[src/rtl/tto_iot_ctrl.sv]
module tto_iot_ctrl #(
  parameter int DELAY = 100,
  parameter int PC_W  = 15
) (
  input  logic            clk,
  input  logic            rst_n,
  input  logic            instr_valid,
  input  logic [11:0]     instr,
  input  logic [7:0]      acc_byte,
  input  logic [PC_W-1:0] pc_in,
  output logic [PC_W-1:0] pc_next,
  output logic            skip,
  output logic            illegal,
  output logic [10:0]     ctrl,
  output logic            tx_valid,
  output logic [7:0]      tx_data,
  input  logic            tx_ready
);
  localparam int          CW     = $clog2(DELAY + 1);
  localparam logic [2:0]  OP_IOT = 3'd6;
  localparam logic [5:0]  DEV_ID = 6'o04;

  logic          sel, wr, fire;
  logic [2:0]    fn;
  logic [7:0]    chr;
  logic [10:0]   ctrl_q;
  logic [CW-1:0] cnt;

  assign sel  = instr_valid && instr[11:9] == OP_IOT && instr[8:3] == DEV_ID;
  assign fn   = instr[2:0];
  assign wr   = sel && !fn[0];
  assign chr  = acc_byte ^ 8'h80;

  assign illegal  = sel && fn[0] && fn != 3'd1;
  assign skip     = sel && fn == 3'd1 && ctrl_q[9];
  assign pc_next  = {pc_in[PC_W-1:12], pc_in[11:0] + {11'd0, skip}};

  assign tx_valid = ctrl_q[8];
  assign tx_data  = ctrl_q[7:0] ^ 8'h80;
  assign fire     = tx_valid && tx_ready;
  assign ctrl     = ctrl_q;

  always_ff @(posedge clk or negedge rst_n) begin
    if (!rst_n) begin
      ctrl_q <= '0;
      cnt    <= '0;
    end else if (wr) begin
      cnt <= '0;
      case (fn)
        3'd0:    ctrl_q <= 11'h600;
        3'd2:    ctrl_q <= '0;
        3'd4:    ctrl_q <= {ctrl_q[10:9], 1'b1, chr};
        default: ctrl_q <= {2'b00, 1'b1, chr};
      endcase
    end else if (fire) begin
      ctrl_q[8:0] <= '0;
      cnt         <= CW'(DELAY);
    end else if (cnt != '0) begin
      cnt <= cnt - CW'(1);
      if (cnt == CW'(1)) ctrl_q[9] <= 1'b1;
    end
  end
endmodule

[config.mk]
export PLATFORM = sky130hd
export DESIGN_NAME = tto_iot_ctrl
export DESIGN_NICKNAME = d
export VERILOG_FILES = /design/src/rtl/tto_iot_ctrl.sv
export SDC_FILE = /design/constraint.sdc
export NUM_CORES = 1
export LEC_CHECK = 0
export CAP_MARGIN = 20
export CORE_UTILIZATION = 41
export CTS_BUF_LIST = sky130_fd_sc_hd__clkbuf_4 sky130_fd_sc_hd__clkbuf_8
export DETAILED_ROUTE_END_ITERATION = 10
export GPL_ROUTABILITY_DRIVEN = 0
export GPL_TIMING_DRIVEN = 1
export PLACE_DENSITY = 0.88
export SYNTH_ARGS = -nofsm -noshare
export SYNTH_HDL_FRONTEND = slang
export SYNTH_SLANG_ARGS = --single-unit
[constraint.sdc]
create_clock -name clk -period 3 [get_ports clk]
set_input_delay 0.3 -clock clk [delete_from_list [all_inputs] [get_ports clk]]
set_output_delay 0.3 -clock clk [all_outputs]
set_load 0.1 [all_outputs]
* Word-level counts from Yosys, hierarchy flattened
Index checks and enable logic that the tools add are counted.
W data, S select, Z words.
** Word-level totals
- Output and inout bits :: 37
- Logic and storage cells :: 44
- Register bits after elaboration :: 18
- Bits of input ports :: 39
** Operators by class
- Eq/ne operators :: 9
- Multiplexer cells :: 9
- Add/subtract/negate cells :: 2
- Reduce and logical (&&, ||, !) cells :: 17
- Bitwise operators :: 3
** Operator list (count)
- $pmux W11 S3 :: 1
- $mux W7 :: 3
- $add A12 B1 Y12 :: 1
- $mux W10 :: 1
- $mux W9 :: 1
- $logic_and A1 B1 Y1 :: 8
- $eq A7 B1 Y1 const B :: 1
- $reduce_bool A7 Y1 :: 1
- $sub A7 B1 Y7 const B :: 1
- $eq A3 B3 Y1 const B :: 2
- $eq A6 B3 Y1 const B :: 1
- $reduce_bool A2 Y1 :: 3
- $ne A2 B2 Y1 const B :: 2
- $reduce_and A4 Y1 :: 1
- $eq A3 B1 Y1 const B :: 1
- $eq A3 B2 Y1 const B :: 1
- $logic_not A3 Y1 :: 1
- $mux W1 :: 3
- $ne A3 B1 Y1 const B :: 1
- $not A1 Y1 :: 3
- $reduce_bool A3 Y1 :: 1
- $reduce_and A2 Y1 :: 1
- $logic_not A1 Y1 :: 1

* Depth between registers and ports, before layout
Gate-level depths: netlist of run 1.
- Word-level depth :: 6
- Gate-level depth with buffers :: 8
- Gate-level depth less buffers :: 8

* Worst setup path after synthesis of run 1
No wires, ideal clock.
- Path type :: register -> output
- Start point :: reg ctrl_q[9] (netlist: ctrl[9])
- End point :: out pc_next[8]
- Data required time :: 2.700 ns
- Arrival time :: 4.681 ns
- Cell stages (with the launch flop) :: 7
- Buffers on the path :: 0
- Path slack :: -1.981 ns
- Cells stage by stage :: dfrtp_1 nand2_1 nor2_1 ha_1 ha_1 nand4_1 xnor2_1
** Between the ends
- Longest elaborated chain between the ends :: 2
** Ends and longest elaborated chain
- start, declared :: RTL line 26 : logic [10:0] ctrl_q;
- start signal, assigned :: RTL line 52 : 3'd4: ctrl_q <= {ctrl_q[10:9], 1'b1, chr};
- start signal, assigned :: RTL line 53 : default: ctrl_q <= {2'b00, 1'b1, chr};
- $logic_and A1 B1 Y1 :: RTL line 35 : assign skip = sel && fn == 3'd1 && ctrl_q[9];
- via skip :: RTL line 12 : output logic skip,
- $add A12 B1 Y12 :: RTL line 36 : assign pc_next = {pc_in[PC_W-1:12], pc_in[11:0] + {11'd0, skip}};
- end, declared :: RTL line 11 : output logic [PC_W-1:0] pc_next,
The timed path passes the listed nets, and every way through them passes these cells.

* Worst setup path after layout of run 1
- Start point :: in instr[6]
- End point :: out pc_next[6]
** Between the ends
- Longest elaborated chain between the ends :: 5
** Ends and longest elaborated chain
- start, declared :: RTL line 8 : input logic [11:0] instr,
- $eq A6 B3 Y1 :: RTL line 29 : assign sel = instr_valid && instr[11:9] == OP_IOT && instr[8:3] == DEV_ID;
- $logic_and A1 B1 Y1 :: RTL line 29
- $logic_and A1 B1 Y1 (2 in series) :: RTL line 35
- $add A12 B1 Y12 :: RTL line 36
Every way passes these cells.

==> results.yml, run 1 <==
clocking:
  cts_tree: "done"
  htree_levels: 1
  root_buffer: "clkbuf_4"
  path_clk_slew_ps: 110
  cts_buffers: 3
  clk_latency_ps: 290
  cts_sinks: 18
  cts_resized: 0
  postCtsHoldBufs: 0
  cts_buffer_depth: 2
  cts_setup_buffers: 0
placement:
  dp_hpwl_mm: 2.840
  placed_area_sq_um: 2096
  io_buffers: 69
synthesis:
  ys.flop_type: "dfrtp_1"
  synth-seq-cells: 18
  yosys.cell_types.count: 32
  synth_top_area_share_pct: 36.89
  synthTopCellsByArea: "dfrtp_1 (37%), buf_4 (7.4%), ha_1 (6.1%), a22o_1 (5.7%), xnor2_1 (5.0%)"
  yosys_warnings: 0
  syn_nets: 170
  syn_area_sq_um: 1221
  yosysSeqAreaShare_pct: 36.89
  avgSynthCellArea_sq_um: 9.769
  synthArstFlopShare_pct: 100.0
  yosys-top-cells-count: "dfrtp_1 (18), buf_4 (12), nor2_1 (12)"
  synth_edf_count: 0
  syn_inst: 125
  yosysMostFrequentCell: "dfrtp_1"
  synth_largest_area_cell: "dfrtp_1"
route:
  wl_per_cell_microns: 15.59
  drt_iter0_markers: 26
  first_pass_iters: 4
  ant_nets: 0
  drt_wl_total_mm: 3.367
  routed_via_density: 5.310
  vias: 1147
  drc_errors: 0
cells_and_area:
  fillerInstances: 179
  area_growth_pct: 74.59
  nets: 231
  drive_gt1_share_pct: 32.43
  fin_util_pct: 76.65
  multi_input_area_sq_um: 824.5
  design_area_sq_um: 2132
  seq_area_sq_um: 454.2
  n_antenna_cell: 0
worst_setup_path:
  cp_top_family: "simple AND/OR/NAND/NOR gates"
  r2r_cells: 6
  r2r_slack_ps: 1290
  worstSetupPathType: "input port to output pin"
  path_depth: 10
  cp_max_fo: 4
  cp.buffers_inverters: 2
  cp_data_arrival_time_ps: 2590
  critPathRequiredTime_ps: 2700
  timing.rr.end: "cnt[6]"
  critical_path.startpoint_type: "input port"
  max_stage_delay_ps: 440
  worst_setup_path_end_kind: "output pin"
  critical_path.cell_chain: "clkdlybuf4s50_1 -> nor4b_4 -> nand4_1 -> nor2_4 -> ha_4 -> ha_1 -> nand2_1 -> nor2_2 -> xor2_4 -> buf_12"
  r2r-start: "cnt[0]"
  cpMaxStageDelayCell: "clkdlybuf4s50_1"
sta:
  finalSetupTns_ps: 0
  hold_viol_final: 0
  timing.fmax_mhz: 345.8
  slew_viol_final: 0
  setup_viol: 0
  fin_skew_ps: 11.19
  rsz0062_at_grt: "false"
  fin_crit_sh_pct: 96.39
  finalCriticalPeriod_ps: 2892
  slew-limit-headroom_pct: 48.17
  worst_pin_slew_ps: 775.0
floorplan:
  die_area_sq_um: 3201
  rows: 19
  io_pins: 76
  chipHeight_microns: 56.58
  initial_utilization_pct: 43.90
  die_w_microns: 56.58
  core_sq_um: 2781
global_routing:
  grt_max_degree: 19
  grt_pass1_vias: 1250
  grt_antenna_before_repair: 0
  overflow: 0
  grt_pass1_wl_mm: 5.513
  grtUsageTotal_pct: 22.06
power:
  ir_worst_vdd_mv: 0.3388
  cellLeakagePower_nw: 0.9413
  p_per_area_nw_per_um2: 440.0
  total_power_uw: 938.2
flow_run:
  drv_cap: 0
worst_hold_path:
  min_path_type: "input port to asynchronous set/reset pin"
run_status:
  status: "finished clean"
==> per-layer routing <==
metal	part of all wire [%]	vias to the layer above	wire length [microns]	track usage (%)
met2	58	50	1955	44.54
met1	36	544	1208	23.51
met5	0	-	0	0
li1	-	549	-	-
met3	5.2	4	175	1.843
met4	0.80	0	27	6.969
==> kinds of logic (layout without fill, tap and decap cells) <==
kind of cell / Yosys count / in the layout / share of synthesized area, %
AND/OR/NAND/NOR: 45 / 45 / 23.46
AO/OA/AOI/OAI: 24 / 24 / 14.65
buffers and inverters: 19 / 79 / 9.529
flip-flops: 18 / 18 / 36.89
XOR/XNOR: 13 / 13 / 9.324
adder cells (fa/ha/maj): 6 / 6 / 6.147
==> registers in the layout, indices dropped and copies added (netlist names) <==
register,flops
cnt,7
ctrl,11
==> worst register-to-register path, stage by stage, from the launching register on <==
cell and delay (ps):
dfrtp_1 440, inv_1 100, ha_1 190, or3b_4 420, nor3_4 130, xnor2_1 110
a211oi_2 230
==> cell usage in the layout (no fill, tap or decap), types with 2 or more instances in the layout <==
master | synthesis | layout
a21oi_1 | 8 | 8
a22o_1 | 8 | 8
and4b_1 | 2 | 2
buf_12 | 0 | 12
buf_4 | 12 | 22
clkbuf_4 | 0 | 3
clkdlybuf4s50_1 | 0 | 35
dfrtp_1 | 18 | 17
ha_1 | 6 | 5
inv_1 | 6 | 6
nand2_1 | 7 | 7
nand3_1 | 6 | 6
nand4_1 | 4 | 4
nor2_1 | 12 | 10
nor3_1 | 3 | 2
nor3_4 | 2 | 2
or3_1 | 2 | 2
xnor2_1 | 7 | 2
xnor2_2 | 0 | 3
xnor2_4 | 0 | 2
xor2_4 | 0 | 4
==> worst max path at each step <==
stage              from         end  slack (ps)
2_1_floorplan  instr[6]  pc_next[6]          10
3_3_place_gp   instr[6]  pc_next[6]         210
3_5_place_dp   instr[6]  pc_next[6]         100
4_1_cts        instr[6]  pc_next[6]         100
5_1_grt        instr[6]  pc_next[6]          20
6_report       instr[6]  pc_next[6]         110
==> layout make-up <==
type,count,share of cell area [%]
tap,31,1.819
multi-input combinational,88,38.67
sequential,18,21.30
inverter,6,1.056
timing repair buffer,69,35.45
clock buffer,4,1.702
==> report_power, final <==
| part | internal, mW | switching (mW) |
|---|---|---|
| clock network | 0.0738 | 0.0743 |
| logic | 0.196 | 0.228 |
| registers | 0.293 | 0.0730 |
==> metrics by stage <==
step / setup slack [ps] / instances / hold WS, ps
6_report: 108.2 / 216 / 449.3
5_1_grt: 24.64 / 216 / 505.3
4_1_cts: 101.4 / 216 / 478.5
3_5_place_dp: 104.5 / 212 / 526.5
3_3_place_gp: 210.2 / 212 / 514.0
2_1_floorplan: 14.36 / 125 / 4.409
No activity file was read; power rests on OpenSTA's default activity.
==> run 2: changes to the inputs <==
--- a/config.mk
+++ b/config.mk
@@ -10,7 +10,7 @@
 export CTS_BUF_LIST = sky130_fd_sc_hd__clkbuf_4 sky130_fd_sc_hd__clkbuf_8
 export DETAILED_ROUTE_END_ITERATION = 10
 export GPL_ROUTABILITY_DRIVEN = 0
-export GPL_TIMING_DRIVEN = 1
+export GPL_TIMING_DRIVEN = 0
 export PLACE_DENSITY = 0.88
 export SYNTH_ARGS = -nofsm -noshare
 export SYNTH_HDL_FRONTEND = slang
==> run 2 against run 1 <==
Net effect:
- maximum frequency increased by 0.19%
- flip-flop and latch count did not move
- final cell count increased by 6.9%
==> results.yml, run 2 (synthesis results as in run 1) <==
run_status:
  status: "finished clean"
cells_and_area:
  n_antenna_cell: 0
  nets: 246
  fin_util_pct: 78.32
  final_common_cell: "clkdlybuf4s50_1"
  final_cells: 231
  mostFrequentLayoutCells: "clkdlybuf4s50_1 (59), dfrtp_1 (17), buf_4 (13)"
  drive_gt1_share_pct: 24.00
  largest_reg_flops: 11
  area_growth_pct: 78.38
floorplan:
  initial_utilization_pct: 43.90
  chipHeight_microns: 56.58
  rows: 19
  die_area_sq_um: 3201
  io_pins: 76
  core_sq_um: 2781
  die_w_microns: 56.58
clocking:
  root_buffer: "clkbuf_4"
  path_clk_slew_ps: 100
  cts_buffer_depth: 2
  cts_buffers: 3
  cts_sinks: 18
  htree_levels: 1
  cts_tree: "done"
  clk_latency_ps: 290
global_routing:
  grt_pass1_wl_mm: 5.761
  grt_pass1_vias: 1262
  grt_antenna_before_repair: 0
  grtUsageTotal_pct: 22.97
  grt_max_degree: 19
  overflow: 0
power:
  ir_worst_vdd_mv: 0.4347
  pwr-share-comb_pct: 46.1
  switchingPower_uw: 383.5
  share_seq_of_total_power_pct: 39.5
  p_int_uw: 538.1
  p_per_area_nw_per_um2: 423.1
  clkPwrFrac_pct: 14.4
  cellLeakagePower_nw: 0.9210
  switching_share_pct: 41.61
  total_power_uw: 921.7
route:
  vias: 1230
  first_pass_iters: 4
  ant_nets: 0
  routed_via_density: 5.325
  drt_iter0_markers: 30
  wl_per_cell_microns: 14.65
  drc_errors: 0
  drt_wl_total_mm: 3.385
sta:
  setup_viol: 0
  fin_skew_ps: 5.830
  finalCriticalPeriod_ps: 2886
  timing.fmax_mhz: 346.4
  slew_viol_final: 0
  fin_crit_sh_pct: 96.22
  worst_pin_slew_ps: 989.6
  hold_viol_final: 0
  slew-limit-headroom_pct: 33.82
  finalSetupTns_ps: 0
worst_setup_path:
  cp_data_arrival_time_ps: 2590
  worstSetupPathType: "input port to output pin"
  cpMaxStageDelayCell: "clkdlybuf4s50_1"
  max_stage_delay_ps: 1150
  cp_max_fo: 3
  critical_path.startpoint_type: "input port"
  crit_top_cell: "clkdlybuf4s50_1"
  worst_setup_path_end_kind: "output pin"
  critPathRequiredTime_ps: 2700
  critical_path.cell_chain: "clkdlybuf4s50_1 -> nor4b_4 -> nand4_1 -> nor2_4 -> clkdlybuf4s50_1"
  cp.buffers_inverters: 2
  cp_top_family: "buffers and inverters"
placement:
  dp_cells: 227
  io_buffers: 71
  dp_hpwl_mm: 2.800
flow_run:
  drv_cap: 0
worst_hold_path:
  min_path_type: "input port to asynchronous set/reset pin"
[run 2: path summary, 6_finish.rpt]
check                      startpoint  endpoint  slack [ps]  depth (start not counted)
max                          instr[6]      skip         110                          5
min                             rst_n    cnt[1]         460                          1
max reg2reg                    cnt[0]    cnt[6]        1290                          6
min reg2reg                  ctrl[10]  ctrl[10]         540                          2
max in group asynchronous       rst_n   ctrl[9]        1960                          1
min in group clk             ctrl[10]  ctrl[10]         540                          2
[run 2: stage by stage]
step	hold slack, ps	cell area (sq um)	setup slack, ps
2_1_floorplan	4.409	1395	14.36
3_3_place_gp	513.3	2145	-743.1
3_5_place_dp	520.8	2145	-767.6
4_1_cts	489.7	2148	20.34
5_1_grt	519.9	2178	-28.82
6_report	462.2	2178	113.5
[run 2: routing by layer]
layer  GRT usage (%)  vias to the layer above  wire (microns)
li1                -                      585               -
met1           23.88                      587            1253
met2           45.38                       51            1901
met3           4.839                        7             185
met4           6.272                        0              45
met5               0                        -               0
[run 2: final cells by class]
class	count	area, sq um
inverters	6	22.52
repair buffers	71	709.4
plain buffers	13	93.84
flip-flops and latches	18	454.2
clock buffers	4	30.03
fillers	177	603.1
multi-input cells	88	829.5
well taps	31	38.79
[run 2: timing repair]
item / 4_1_cts / 5_1_grt
endpoints found under the setup margin: 12 / 7
setup buffers: 0 / 0
resized for setup: 49 / 10
hold buffers: 0 / 0
[run 2: power groups by stage]
stage | combinational [mW] | sequential [mW] | clock [mW]
3_3_place_gp | 0.404 | 0.361 | 0
2_1_floorplan | 0.288 | 0.365 | 0
6_report | 0.425 | 0.364 | 0.132
4_1_cts | 0.425 | 0.362 | 0.134
3_5_place_dp | 0.424 | 0.367 | 0
5_1_grt | 0.465 | 0.372 | 0.147
==> run 3: changes to the inputs <==
--- a/config.mk
+++ b/config.mk
@@ -5,8 +5,9 @@
 export SDC_FILE = /design/constraint.sdc
 export NUM_CORES = 1
 export LEC_CHECK = 0
+export ABC_AREA = 1
 export CAP_MARGIN = 20
-export CORE_UTILIZATION = 41
+export CORE_UTILIZATION = 42
 export CTS_BUF_LIST = sky130_fd_sc_hd__clkbuf_4 sky130_fd_sc_hd__clkbuf_8
 export DETAILED_ROUTE_END_ITERATION = 10
 export GPL_ROUTABILITY_DRIVEN = 0
==> run 3 against run 2 <==
Net effect:
- the flow now finishes with violations (design-rule violations)
- synthesized cell count up 40%
- clock power about the same
- largest power group unchanged
- highest routed layer unchanged
- count of clock-buffer cells in the layout unchanged
- global-route usage down 0.57 points
- maximum frequency down 0.39%
- die area up 4.4%
- non-clock buffer count up 4
- critical path type unchanged
- core utilization up 5.3 points
- via count up 17%
==> results.yml, run 3 <==
synthesis:
  syn_area_sq_um: 1309
  synth_compound_area_share_pct: 4.111
  synth_largest_area_cell: "dfrtp_1"
  synth_edf_count: 0
  ys.flop_type: "dfrtp_1"
  synth_xor_area_share_pct: 8.031
  synthMuxAreaShare_pct: 0
  yosys.area_share.simple_pct: 34.23
  avgSynthCellArea_sq_um: 7.479
  syn_inst: 175
  yosysSeqAreaShare_pct: 34.42
  synthTopCellsByArea: "dfrtp_1 (34%), nand2_1 (12%), nand3_1 (6.5%), buf_4 (6.3%), inv_1 (6.0%)"
  synthArstFlopShare_pct: 100.0
  syn_nets: 220
  synth_top_area_share_pct: 34.42
  synth-seq-cells: 18
  yosys.cell_types.count: 24
  yosys_warnings: 0
  synth_top_family_by_area: "simple AND/OR/NAND/NOR gates"
  yosys-top-cells-count: "nand2_1 (42), inv_1 (21), nor2_1 (20)"
  synth-adder-area-share_pct: 5.736
  yosysMostFrequentCell: "nand2_1"
clocking:
  cts_buffer_depth: 2
  postCtsHoldBufs: 0
  path_clk_slew_ps: 100
  clk_latency_ps: 300
  cts_sinks: 18
  htree_levels: 1
  root_buffer: "clkbuf_4"
  cts_buffers: 3
  cts_tree: "done"
cells_and_area:
  drive_gt1_share_pct: 27.17
  fin_util_pct: 83.60
  n_antenna_cell: 0
  area_growth_pct: 82.22
  mostFrequentLayoutCells: "clkdlybuf4s50_1 (61), nand2_1 (36), inv_1 (20)"
  final_common_cell: "clkdlybuf4s50_1"
  nets: 300
  largest_reg_flops: 11
worst_setup_path:
  r2r_slack_ps: 1560
  critPathRequiredTime_ps: 2700
  max_stage_delay_ps: 460
  worst_setup_path_end_kind: "output pin"
  r2r_cells: 7
  critical_path.cell_chain: "clkdlybuf4s50_1 -> nand2_1 -> nor2_4 -> nand3_2 -> nor2_4 -> ha_4 -> ha_4 -> nand2_4 -> nor2_1 -> xor2_4 -> buf_2"
  critical_path.startpoint_type: "input port"
  cp_max_fo: 4
  timing.rr.end: "cnt[2]"
  cpMaxStageDelayCell: "clkdlybuf4s50_1"
  cp_data_arrival_time_ps: 2600
  cp.buffers_inverters: 2
  path_depth: 11
  cp_top_family: "simple AND/OR/NAND/NOR gates"
  worstSetupPathType: "input port to output pin"
  r2r-start: "cnt[0]"
floorplan:
  chipHeight_microns: 57.82
  die_w_microns: 57.82
  rows: 19
  die_area_sq_um: 3343
  initial_utilization_pct: 45.88
  io_pins: 76
  core_sq_um: 2853
placement:
  dp_hpwl_mm: 2.899
  place_ws_ps: -1001
  io_buffers: 72
sta:
  setup_viol: 0
  slew_viol_final: 0
  holdWs_ps: 445.2
  hold_viol_final: 0
  finalWorstSetupSlack_ps: 102.3
  fin_skew_ps: 9.815
  finalCriticalPeriod_ps: 2898
  fin_crit_sh_pct: 96.59
  rsz0062_at_grt: "false"
  slew-limit-headroom_pct: 34.24
  timing.fmax_mhz: 345.1
  worst_pin_slew_ps: 983.4
route:
  first_pass_iters: 7
  ant_nets: 0
  routed_via_density: 5.039
  drt_iter0_markers: 41
  drt_wl_total_mm: 3.683
  wl_per_cell_microns: 12.92
  vias: 1436
  drc_errors: 9
global_routing:
  overflow: 0
  grt_pass1_wl_mm: 5.844
  grt_max_degree: 19
  grt_pass1_vias: 1371
  grtUsageTotal_pct: 22.40
  grt_antenna_before_repair: 0
power:
  p_per_area_nw_per_um2: 413.7
  cellLeakagePower_nw: 1.107
  ir_worst_vdd_mv: 0.3779
run_status:
  status: "finished with violations"
  violations: "design-rule violations"
worst_hold_path:
  min_path_type: "input port to asynchronous set/reset pin"
flow_run:
  drv_cap: 0
run 3: cell count changes after synthesis, sizes merged, moves of 6 or more:
cell | previous run | this run
nand3 | 6 | 19
a21oi | 9 | 3
inv | 6 | 21
nor2 | 12 | 26
nand2 | 7 | 44
a22o | 8 | 0
run 3: kinds of logic after synthesis:
logic type | after synthesis
AOI/OAI and AO/OA | 10
xor gates and xnor gates | 12
buffers and inverters | 34
adders and majority gates | 6
and+or+nand+nor | 95
DFF | 18
run 3: how the worst max path moves through the flow:
stage	endpoint	startpoint	slack, ps
after floorplan	pc_next[10]	instr[4]	-170
final	pc_next[4]	instr[5]	100
after CTS	pc_next[4]	instr_valid	6
after global placement	pc_next[10]	instr_valid	-950
after detailed placement	pc_next[10]	instr_valid	-1000
after global routing	pc_next[8]	instr[11]	10
run 3: metrics by stage:
| step | power [mW] | cell area [sq um] | std cells | TNS (ps) |
|---|---|---|---|---|
| floorplan | 0.7037 | 1550 | 175 | -398.8 |
| global route | 1.062 | 2385 | 285 | 0 |
| global placement | 0.8326 | 2310 | 278 | -6526 |
| detailed placement | 0.8489 | 2310 | 278 | -7065 |
| CTS | 0.9804 | 2341 | 283 | 0 |
| finish | 0.9865 | 2385 | 285 | 0 |
run 3: final cells by class:
| cell class | instances | area [sq um] |
|---|---|---|
| Timing Repair Buffer | 75 | 749.5 |
| Multi-Input combinational cell | 123 | 935.9 |
| Sequential cell | 18 | 454.2 |
| Inverter | 21 | 78.83 |
| Tap cell | 31 | 38.79 |
| Buffer | 13 | 97.59 |
| Fill cell | 179 | 467.9 |
| Clock buffer | 4 | 30.03 |
run 3: repair_timing:
action	in CTS	in global routing
resized for setup	53	8
setup endpoints to repair	11	9
buffers inserted	1	2
pin swaps	1	3
run 3: where the power goes:
group | switching (mW) | internal, mW | total (mW)
registers | 0.0454 | 0.301 | 0.346
logic | 0.332 | 0.173 | 0.505
clock network | 0.0740 | 0.0608 | 0.135
run 3: routing by layer:
metal | up-vias | share of wire [%] | GRT usage (%)
li1 | 691 | - | -
met1 | 666 | 43 | 30.59
met5 | - | 0 | 0
met2 | 72 | 47 | 37.93
met3 | 7 | 8.5 | 2.902
met4 | 0 | 1.1 | 5.442
